<file path="config.mk">
export PLATFORM = sky130hd
export DESIGN_NAME = ipt_lookup
export DESIGN_NICKNAME = d
export VERILOG_FILES = /design/src/rtl/ipt_pkg.sv /design/src/rtl/ipt_hash.sv /design/src/rtl/ipt_table.sv /design/src/rtl/ipt_walker.sv /design/src/rtl/ipt_lookup.sv
export SDC_FILE = /design/constraint.sdc
export NUM_CORES = 1
export LEC_CHECK = 0
export BUFFER_PORTS_ARGS = -buffer_cell sky130_fd_sc_hd__buf_4
export CORE_MARGIN = 1.5
export CORE_UTILIZATION = 62
export CTS_CLUSTER_SIZE = 28
export DETAILED_ROUTE_END_ITERATION = 6
export PLACE_DENSITY = 0.83
export SLEW_MARGIN = 10
export SYNTH_ARGS = -nofsm -noshare
export SYNTH_HDL_FRONTEND = slang
export SYNTH_SLANG_ARGS = --single-unit
export TNS_END_PERCENT = 100
</file>
<file path="constraint.sdc">
create_clock -name clk -period 4.1 [get_ports clk]
set_input_delay 1.23 -clock clk [delete_from_list [all_inputs] [get_ports clk]]
set_output_delay 1.23 -clock clk [all_outputs]
set_load 0.01 [all_outputs]
</file>
<file path="src/rtl/ipt_pkg.sv">
package ipt_pkg;
  typedef enum logic [1:0] {
    ST_IDLE  = 2'd0,
    ST_PROBE = 2'd1,
    ST_DONE  = 2'd2
  } walk_st_e;
endpackage

</file>
<file path="src/rtl/ipt_hash.sv">
module ipt_hash #(
  parameter int VPN_W = 12,
  parameter int IDX_W = 4
) (
  input  logic [VPN_W-1:0] vpn,
  output logic [IDX_W-1:0] idx
);
  localparam int FOLDS = (VPN_W + IDX_W - 1) / IDX_W;
  localparam int PAD_W = FOLDS * IDX_W;

  logic [PAD_W-1:0] padded;
  assign padded = PAD_W'(vpn);

  always_comb begin
    idx = '0;
    for (int i = 0; i < FOLDS; i++) begin
      idx = idx ^ padded[i*IDX_W +: IDX_W];
    end
  end
endmodule

</file>
<file path="src/rtl/ipt_table.sv">
module ipt_table #(
  parameter int VPN_W = 12,
  parameter int PID_W = 4,
  parameter int IDX_W = 4
) (
  input  logic             clk,
  input  logic             rst_n,
  input  logic             wr_en,
  input  logic [IDX_W-1:0] wr_idx,
  input  logic             wr_valid,
  input  logic [PID_W-1:0] wr_pid,
  input  logic [VPN_W-1:0] wr_vpn,
  input  logic             wr_chain_vld,
  input  logic [IDX_W-1:0] wr_chain,
  input  logic [IDX_W-1:0] rd_idx,
  output logic             rd_valid,
  output logic [PID_W-1:0] rd_pid,
  output logic [VPN_W-1:0] rd_vpn,
  output logic             rd_chain_vld,
  output logic [IDX_W-1:0] rd_chain
);
  localparam int DEPTH = 1 << IDX_W;
  localparam int ENT_W = 1 + PID_W + VPN_W + 1 + IDX_W;

  logic [ENT_W-1:0] wr_word;
  logic [ENT_W-1:0] ent_q [DEPTH];
  logic [ENT_W-1:0] rd_word;

  assign wr_word = {wr_valid, wr_pid, wr_vpn, wr_chain_vld, wr_chain};

  for (genvar g = 0; g < DEPTH; g++) begin : g_ent
    logic ent_en;
    assign ent_en = wr_en && (wr_idx == IDX_W'(g));
    always_ff @(posedge clk or negedge rst_n) begin
      if (!rst_n) begin
        ent_q[g] <= '0;
      end else if (ent_en) begin
        ent_q[g] <= wr_word;
      end
    end
  end

  assign rd_word = ent_q[rd_idx];
  assign {rd_valid, rd_pid, rd_vpn, rd_chain_vld, rd_chain} = rd_word;
endmodule

</file>
<file path="src/rtl/ipt_walker.sv">
module ipt_walker
  import ipt_pkg::*;
#(
  parameter int VPN_W = 12,
  parameter int PID_W = 4,
  parameter int IDX_W = 4,
  parameter int OFS_W = 8
) (
  input  logic                   clk,
  input  logic                   rst_n,
  input  logic                   req_valid,
  output logic                   req_ready,
  input  logic [PID_W-1:0]       req_pid,
  input  logic [VPN_W-1:0]       req_vpn,
  input  logic [OFS_W-1:0]       req_ofs,
  input  logic [IDX_W-1:0]       hash_idx,
  output logic [IDX_W-1:0]       rd_idx,
  input  logic                   ent_valid,
  input  logic [PID_W-1:0]       ent_pid,
  input  logic [VPN_W-1:0]       ent_vpn,
  input  logic                   ent_chain_vld,
  input  logic [IDX_W-1:0]       ent_chain,
  output logic                   rsp_valid,
  output logic                   rsp_hit,
  output logic                   rsp_fault,
  output logic                   rsp_loop,
  output logic [IDX_W-1:0]       rsp_frame,
  output logic [IDX_W+OFS_W-1:0] rsp_paddr,
  output logic [IDX_W:0]         rsp_probes
);
  localparam int DEPTH = 1 << IDX_W;
  localparam int PRB_W = IDX_W + 1;
  localparam logic [PRB_W-1:0] LAST_PRB = PRB_W'(DEPTH - 1);

  walk_st_e st_q, st_d;
  logic [IDX_W-1:0] idx_q, idx_d;
  logic [PID_W-1:0] pid_q, pid_d;
  logic [VPN_W-1:0] vpn_q, vpn_d;
  logic [OFS_W-1:0] ofs_q, ofs_d;
  logic [PRB_W-1:0] prb_q, prb_d;
  logic             ctx_en;

  logic             hit_q, hit_d;
  logic             flt_q, flt_d;
  logic             loop_q, loop_d;
  logic [IDX_W-1:0] frm_q, frm_d;
  logic [PRB_W-1:0] rprb_q, rprb_d;
  logic             rsp_en;

  logic cmp_match;
  logic at_limit;

  assign cmp_match = ent_valid && (ent_vpn == vpn_q) && (ent_pid == pid_q);
  assign at_limit  = (prb_q == LAST_PRB);

  always_comb begin
    st_d   = st_q;
    idx_d  = idx_q;
    pid_d  = pid_q;
    vpn_d  = vpn_q;
    ofs_d  = ofs_q;
    prb_d  = prb_q;
    ctx_en = 1'b0;
    hit_d  = 1'b0;
    flt_d  = 1'b0;
    loop_d = 1'b0;
    frm_d  = '0;
    rprb_d = prb_q + PRB_W'(1);
    rsp_en = 1'b0;
    unique case (st_q)
      ST_IDLE: begin
        if (req_valid) begin
          st_d   = ST_PROBE;
          idx_d  = hash_idx;
          pid_d  = req_pid;
          vpn_d  = req_vpn;
          ofs_d  = req_ofs;
          prb_d  = '0;
          ctx_en = 1'b1;
        end
      end
      ST_PROBE: begin
        if (cmp_match) begin
          st_d   = ST_DONE;
          hit_d  = 1'b1;
          frm_d  = idx_q;
          rsp_en = 1'b1;
        end else if (!ent_chain_vld) begin
          st_d   = ST_DONE;
          flt_d  = 1'b1;
          rsp_en = 1'b1;
        end else if (at_limit) begin
          st_d   = ST_DONE;
          flt_d  = 1'b1;
          loop_d = 1'b1;
          rsp_en = 1'b1;
        end else begin
          idx_d  = ent_chain;
          prb_d  = prb_q + PRB_W'(1);
          ctx_en = 1'b1;
        end
      end
      ST_DONE: st_d = ST_IDLE;
      default: st_d = ST_IDLE;
    endcase
  end

  always_ff @(posedge clk or negedge rst_n) begin
    if (!rst_n) st_q <= ST_IDLE;
    else        st_q <= st_d;
  end

  always_ff @(posedge clk or negedge rst_n) begin
    if (!rst_n) begin
      idx_q <= '0;
      pid_q <= '0;
      vpn_q <= '0;
      ofs_q <= '0;
      prb_q <= '0;
    end else if (ctx_en) begin
      idx_q <= idx_d;
      pid_q <= pid_d;
      vpn_q <= vpn_d;
      ofs_q <= ofs_d;
      prb_q <= prb_d;
    end
  end

  always_ff @(posedge clk or negedge rst_n) begin
    if (!rst_n) begin
      hit_q  <= 1'b0;
      flt_q  <= 1'b0;
      loop_q <= 1'b0;
      frm_q  <= '0;
      rprb_q <= '0;
    end else if (rsp_en) begin
      hit_q  <= hit_d;
      flt_q  <= flt_d;
      loop_q <= loop_d;
      frm_q  <= frm_d;
      rprb_q <= rprb_d;
    end
  end

  assign req_ready  = (st_q == ST_IDLE);
  assign rd_idx     = idx_q;
  assign rsp_valid  = (st_q == ST_DONE);
  assign rsp_hit    = hit_q;
  assign rsp_fault  = flt_q;
  assign rsp_loop   = loop_q;
  assign rsp_frame  = frm_q;
  assign rsp_paddr  = hit_q ? {frm_q, ofs_q} : '0;
  assign rsp_probes = rprb_q;
endmodule

</file>
<file path="src/rtl/ipt_lookup.sv">
module ipt_lookup #(
  parameter int VPN_W = 12,
  parameter int PID_W = 4,
  parameter int IDX_W = 4,
  parameter int OFS_W = 8
) (
  input  logic                   clk,
  input  logic                   rst_n,
  input  logic                   req_valid,
  output logic                   req_ready,
  input  logic [PID_W-1:0]       req_pid,
  input  logic [VPN_W-1:0]       req_vpn,
  input  logic [OFS_W-1:0]       req_ofs,
  output logic                   rsp_valid,
  output logic                   rsp_hit,
  output logic                   rsp_fault,
  output logic                   rsp_loop,
  output logic [IDX_W-1:0]       rsp_frame,
  output logic [IDX_W+OFS_W-1:0] rsp_paddr,
  output logic [IDX_W:0]         rsp_probes,
  input  logic                   wr_en,
  input  logic [IDX_W-1:0]       wr_idx,
  input  logic                   wr_valid,
  input  logic [PID_W-1:0]       wr_pid,
  input  logic [VPN_W-1:0]       wr_vpn,
  input  logic                   wr_chain_vld,
  input  logic [IDX_W-1:0]       wr_chain
);
  logic [IDX_W-1:0] hash_idx;
  logic [IDX_W-1:0] rd_idx;
  logic             ent_valid;
  logic [PID_W-1:0] ent_pid;
  logic [VPN_W-1:0] ent_vpn;
  logic             ent_chain_vld;
  logic [IDX_W-1:0] ent_chain;

  ipt_hash #(.VPN_W(VPN_W), .IDX_W(IDX_W)) u_hash (
    .vpn (req_vpn),
    .idx (hash_idx)
  );

  ipt_table #(.VPN_W(VPN_W), .PID_W(PID_W), .IDX_W(IDX_W)) u_table (
    .clk          (clk),
    .rst_n        (rst_n),
    .wr_en        (wr_en),
    .wr_idx       (wr_idx),
    .wr_valid     (wr_valid),
    .wr_pid       (wr_pid),
    .wr_vpn       (wr_vpn),
    .wr_chain_vld (wr_chain_vld),
    .wr_chain     (wr_chain),
    .rd_idx       (rd_idx),
    .rd_valid     (ent_valid),
    .rd_pid       (ent_pid),
    .rd_vpn       (ent_vpn),
    .rd_chain_vld (ent_chain_vld),
    .rd_chain     (ent_chain)
  );

  ipt_walker #(.VPN_W(VPN_W), .PID_W(PID_W), .IDX_W(IDX_W), .OFS_W(OFS_W)) u_walk (
    .clk           (clk),
    .rst_n         (rst_n),
    .req_valid     (req_valid),
    .req_ready     (req_ready),
    .req_pid       (req_pid),
    .req_vpn       (req_vpn),
    .req_ofs       (req_ofs),
    .hash_idx      (hash_idx),
    .rd_idx        (rd_idx),
    .ent_valid     (ent_valid),
    .ent_pid       (ent_pid),
    .ent_vpn       (ent_vpn),
    .ent_chain_vld (ent_chain_vld),
    .ent_chain     (ent_chain),
    .rsp_valid     (rsp_valid),
    .rsp_hit       (rsp_hit),
    .rsp_fault     (rsp_fault),
    .rsp_loop      (rsp_loop),
    .rsp_frame     (rsp_frame),
    .rsp_paddr     (rsp_paddr),
    .rsp_probes    (rsp_probes)
  );
endmodule

</file>
==> results.txt <==
Register area: 9991 um2
Worst path required time: 4.50 ns
Area grow syn2layout: 13.72%
Clk root buf: clkbuf_16
RSZ-0062 raised after global routing: no
Net Sw Frac: 30.18%
Dpl hpwl: 25530 um
Pint: 9648 uW
Area of the multi-input gates: 7819 um2
Worst-Margin Slew: 0.8262 ns
Antenna violations before repair: 1
CP Launch Type: flip-flop
Setup bufs post-CTS: 0
DRT Pass-1 Iters: 4
Setup-failing EPs final: 0
NetSw: 4171 uW
Comb power frac: 32.3%
Pre-CTS setup slack: 0.5202 ns
Post-CTS Hold Fix Bufs: 0
Setup TNS Final: 0 ns
Final number of hold-violating endpoints: 0
Async set or reset register ratio after synthesis: 100.0%
CTS Buffer Depth: 3
Core area: 28780 um2
Max cap viols: 0
Final Cycle Share: 88.06%
Slew headroom: 44.92%
CTS buffer count: 41
Rows: 62
Hold Path Class: flip-flop to flip-flop
Number of flops mapped to enable cells by yosys: 0
# clock sinks: 399
Vias in the first global route: 11380
Slowest CP cell: dfrtp_4
Number of warnings issued by yosys: 0
Crit path capture type: flip-flop
Final antenna-violating net count: 0
CP top delay family: compound AO/OA/AOI/OAI gates
Synthesis-stage register bit count: 399
Placed cells: 1582
Commonest cells after routing, fill and taps aside: dfrtp_1, mux2_2, buf_4
Post-synthesis sequential area ratio: 54.86%
Port bufs: 79
Leak: 0.009016 uW
VDD IR max: 0.0003803 V
Largest stage delay on the critical path: 0.53 ns
Avg Vias per Cell: 6.421
Gpl congestion: 0.8120
Fin. max-slew vios: 0
Commonest register cell after synthesis: dfrtp_1
Largest net degree at the start of global routing: 103
CTS tree: done
H-tree levels: 2
Total Routing Usage GR: 29.39%
CP dominant cell by count: mux2i_1
Die width: 174.3 um
Crit-path max FO: 13
Final Skew: 0.01510 ns
Non-Filler Instances: 1652
DR DRC count: 0
Critical-path cell list: buf_12 -> mux4_2 -> mux2i_1 -> mux2i_1 -> xor2_1 -> a2111o_1 -> nor4_4 -> nand3_2 -> a21o_1 -> o221a_1
DR iter-0 viols: 803
GRT overflow: 0
Peak Freq: 0.2770 GHz
NumNets Final: 1297
Fillers: 1803
Post-DR wirelength/cell: 25.73 um
Register clock-pin slew on the reported worst setup and hold paths: 0.06 ns
Reg power frac: 40.9%
Critical path arrival: 4.01 ns
Post-synthesis cell type count: 47
Initial Util: 63.24%
Final wirelength: 42510 um
Worst-skew pair later-pin latency: 0.53 ns
Worst path bufs/invs: 1
Minimum clock period: 3.611 ns
Final WS setup: 0.4894 ns
Boundary Pins: 80
Syn_area_per_cell: 15.65 um2
Total power divided by cell area: 667.7 nW/um2
Routed vias: 10610
Syn Nets: 1219
Core Util, Final: 71.92%
Critical path type: flip-flop to flip-flop
Status: finished clean
CTS resizes: 0
Global-route wire length before repair: 67340 um
Layout cells sized above 1: 53.35%
Syn Inst Count: 1163
Die Footprint: 30390 um2
Die Ht: 174.3 um
Commonest non-fill, non-tap cell in the layout: dfrtp_1
Synthesized area: 18200 um2
Clock Power Share: 26.8%
==> sequential cells by signal, summed over array words and instances (netlist names) <==
signal / cells
u_table.ent_q: 352
u_walk.ofs_q: 8
u_walk.pid_q: 4
u_walk.prb_q: 5
u_walk.rd_idx: 4
u_walk.rsp_fault: 1
u_walk.rsp_frame: 4
u_walk.rsp_hit: 1
u_walk.rsp_loop: 1
u_walk.rsp_probes: 5
u_walk.st_q: 2
u_walk.vpn_q: 12
==> worst register-to-register path: cells and delay by family, from the launching register on <==
kind | cells | cell delay, ns
buf+inv | 1 | 0.20
simple gates | 2 | 0.59
flops | 1 | 0.53
mux | 3 | 0.89
xor+xnor | 1 | 0.17
compound gates | 3 | 1.09
==> through the flow <==
step / hold WS, ns / power (uW) / cell area [um2]
2_1_floorplan: 0.4728 / 8849 / 18200
3_3_place_gp: 0.4795 / 9958 / 19350
3_5_place_dp: 0.4820 / 10110 / 19350
4_1_cts: 0.5005 / 13870 / 20690
5_1_grt: 0.5099 / 14440 / 20690
6_report: 0.4985 / 13820 / 20700
==> cells by family after synthesis <==
group,count (synthesis),synth area share [%]
AOI/OAI and AO/OA,33,1.320
adders and majority gates,2,0.1375
xor gates and xnor gates,34,1.636
and+or+nand+nor,88,2.681
muxes,508,37.02
DFF,399,54.86
buffers and inverters,99,2.344
==> power groups by stage <==
stage / Sequential [uW] / Combinational (uW) / Clock [uW]
2_1_floorplan: 5350 / 3500 / 0
3_3_place_gp: 5620 / 4340 / 0
5_1_grt: 5760 / 4760 / 3910
4_1_cts: 5630 / 4470 / 3760
3_5_place_dp: 5680 / 4430 / 0
6_report: 5650 / 4460 / 3700
==> cells in the mapped netlist (4+ instances only) <==
| library cell | count | area [um2] |
|---|---|---|
| nand3_1 | 9 | 45.04 |
| nand2_1 | 17 | 63.81 |
| inv_1 | 7 | 26.28 |
| nand2b_1 | 11 | 68.82 |
| buf_6 | 6 | 67.56 |
| dfrtp_1 | 399 | 9985 |
| buf_2 | 8 | 40.04 |
| xor2_1 | 15 | 131.4 |
| mux2i_1 | 33 | 330.3 |
| buf_1 | 20 | 75.07 |
| mux2_2 | 378 | 4257 |
| mux4_2 | 94 | 2117 |
| nor2b_1 | 5 | 31.28 |
| clkbuf_1 | 55 | 206.5 |
| a21oi_1 | 8 | 40.04 |
| o21ai_0 | 5 | 25.02 |
| o211ai_1 | 4 | 30.03 |
| nor2_1 | 14 | 52.55 |
| xnor2_1 | 19 | 166.4 |
| and2_1 | 15 | 93.84 |
==> final timing paths <==
path / startpoint / to / slack (ns) / cells past startpoint
setup / recovery: u_walk.rd_idx[0]$_DFFE_PN0P_ / u_walk.rd_idx[1]$_DFFE_PN0P_ / 0.49 / 10
hold / removal: u_walk.ofs_q[1]$_DFFE_PN0P_ / u_walk.ofs_q[1]$_DFFE_PN0P_ / 0.50 / 1
setup reg to reg: u_walk.rd_idx[0]$_DFFE_PN0P_ / u_walk.rd_idx[1]$_DFFE_PN0P_ / 0.49 / 10
hold reg to reg: u_walk.ofs_q[1]$_DFFE_PN0P_ / u_walk.ofs_q[1]$_DFFE_PN0P_ / 0.50 / 1
max in group asynchronous: rst_n / u_walk.rd_idx[1]$_DFFE_PN0P_ / 2.37 / 2
min in group asynchronous: rst_n / u_walk.rsp_probes[1]$_DFFE_PN0P_ / 0.77 / 1
==> per-layer routing <==
| metal | routed length [um] | global-route usage, % |
|---|---|---|
| met2 | 20200 | 45.93 |
| met3 | 2733 | 5.687 |
| met4 | 1089 | 8.441 |
| met1 | 18490 | 42.56 |
| met5 | 0 | 0 |
==> area by class of cell <==
| type | count | area share, % |
|---|---|---|
| diodes | 1 | 0.01209 |
| repair buffers | 124 | 4.957 |
| clock inverters | 6 | 0.4353 |
| clock buffers | 63 | 6.045 |
| well taps | 384 | 2.321 |
| multi-input cells | 665 | 37.78 |
| inverters | 10 | 0.1814 |
| flip-flops and latches | 399 | 48.27 |
Power figures use the tool's default switching activity.
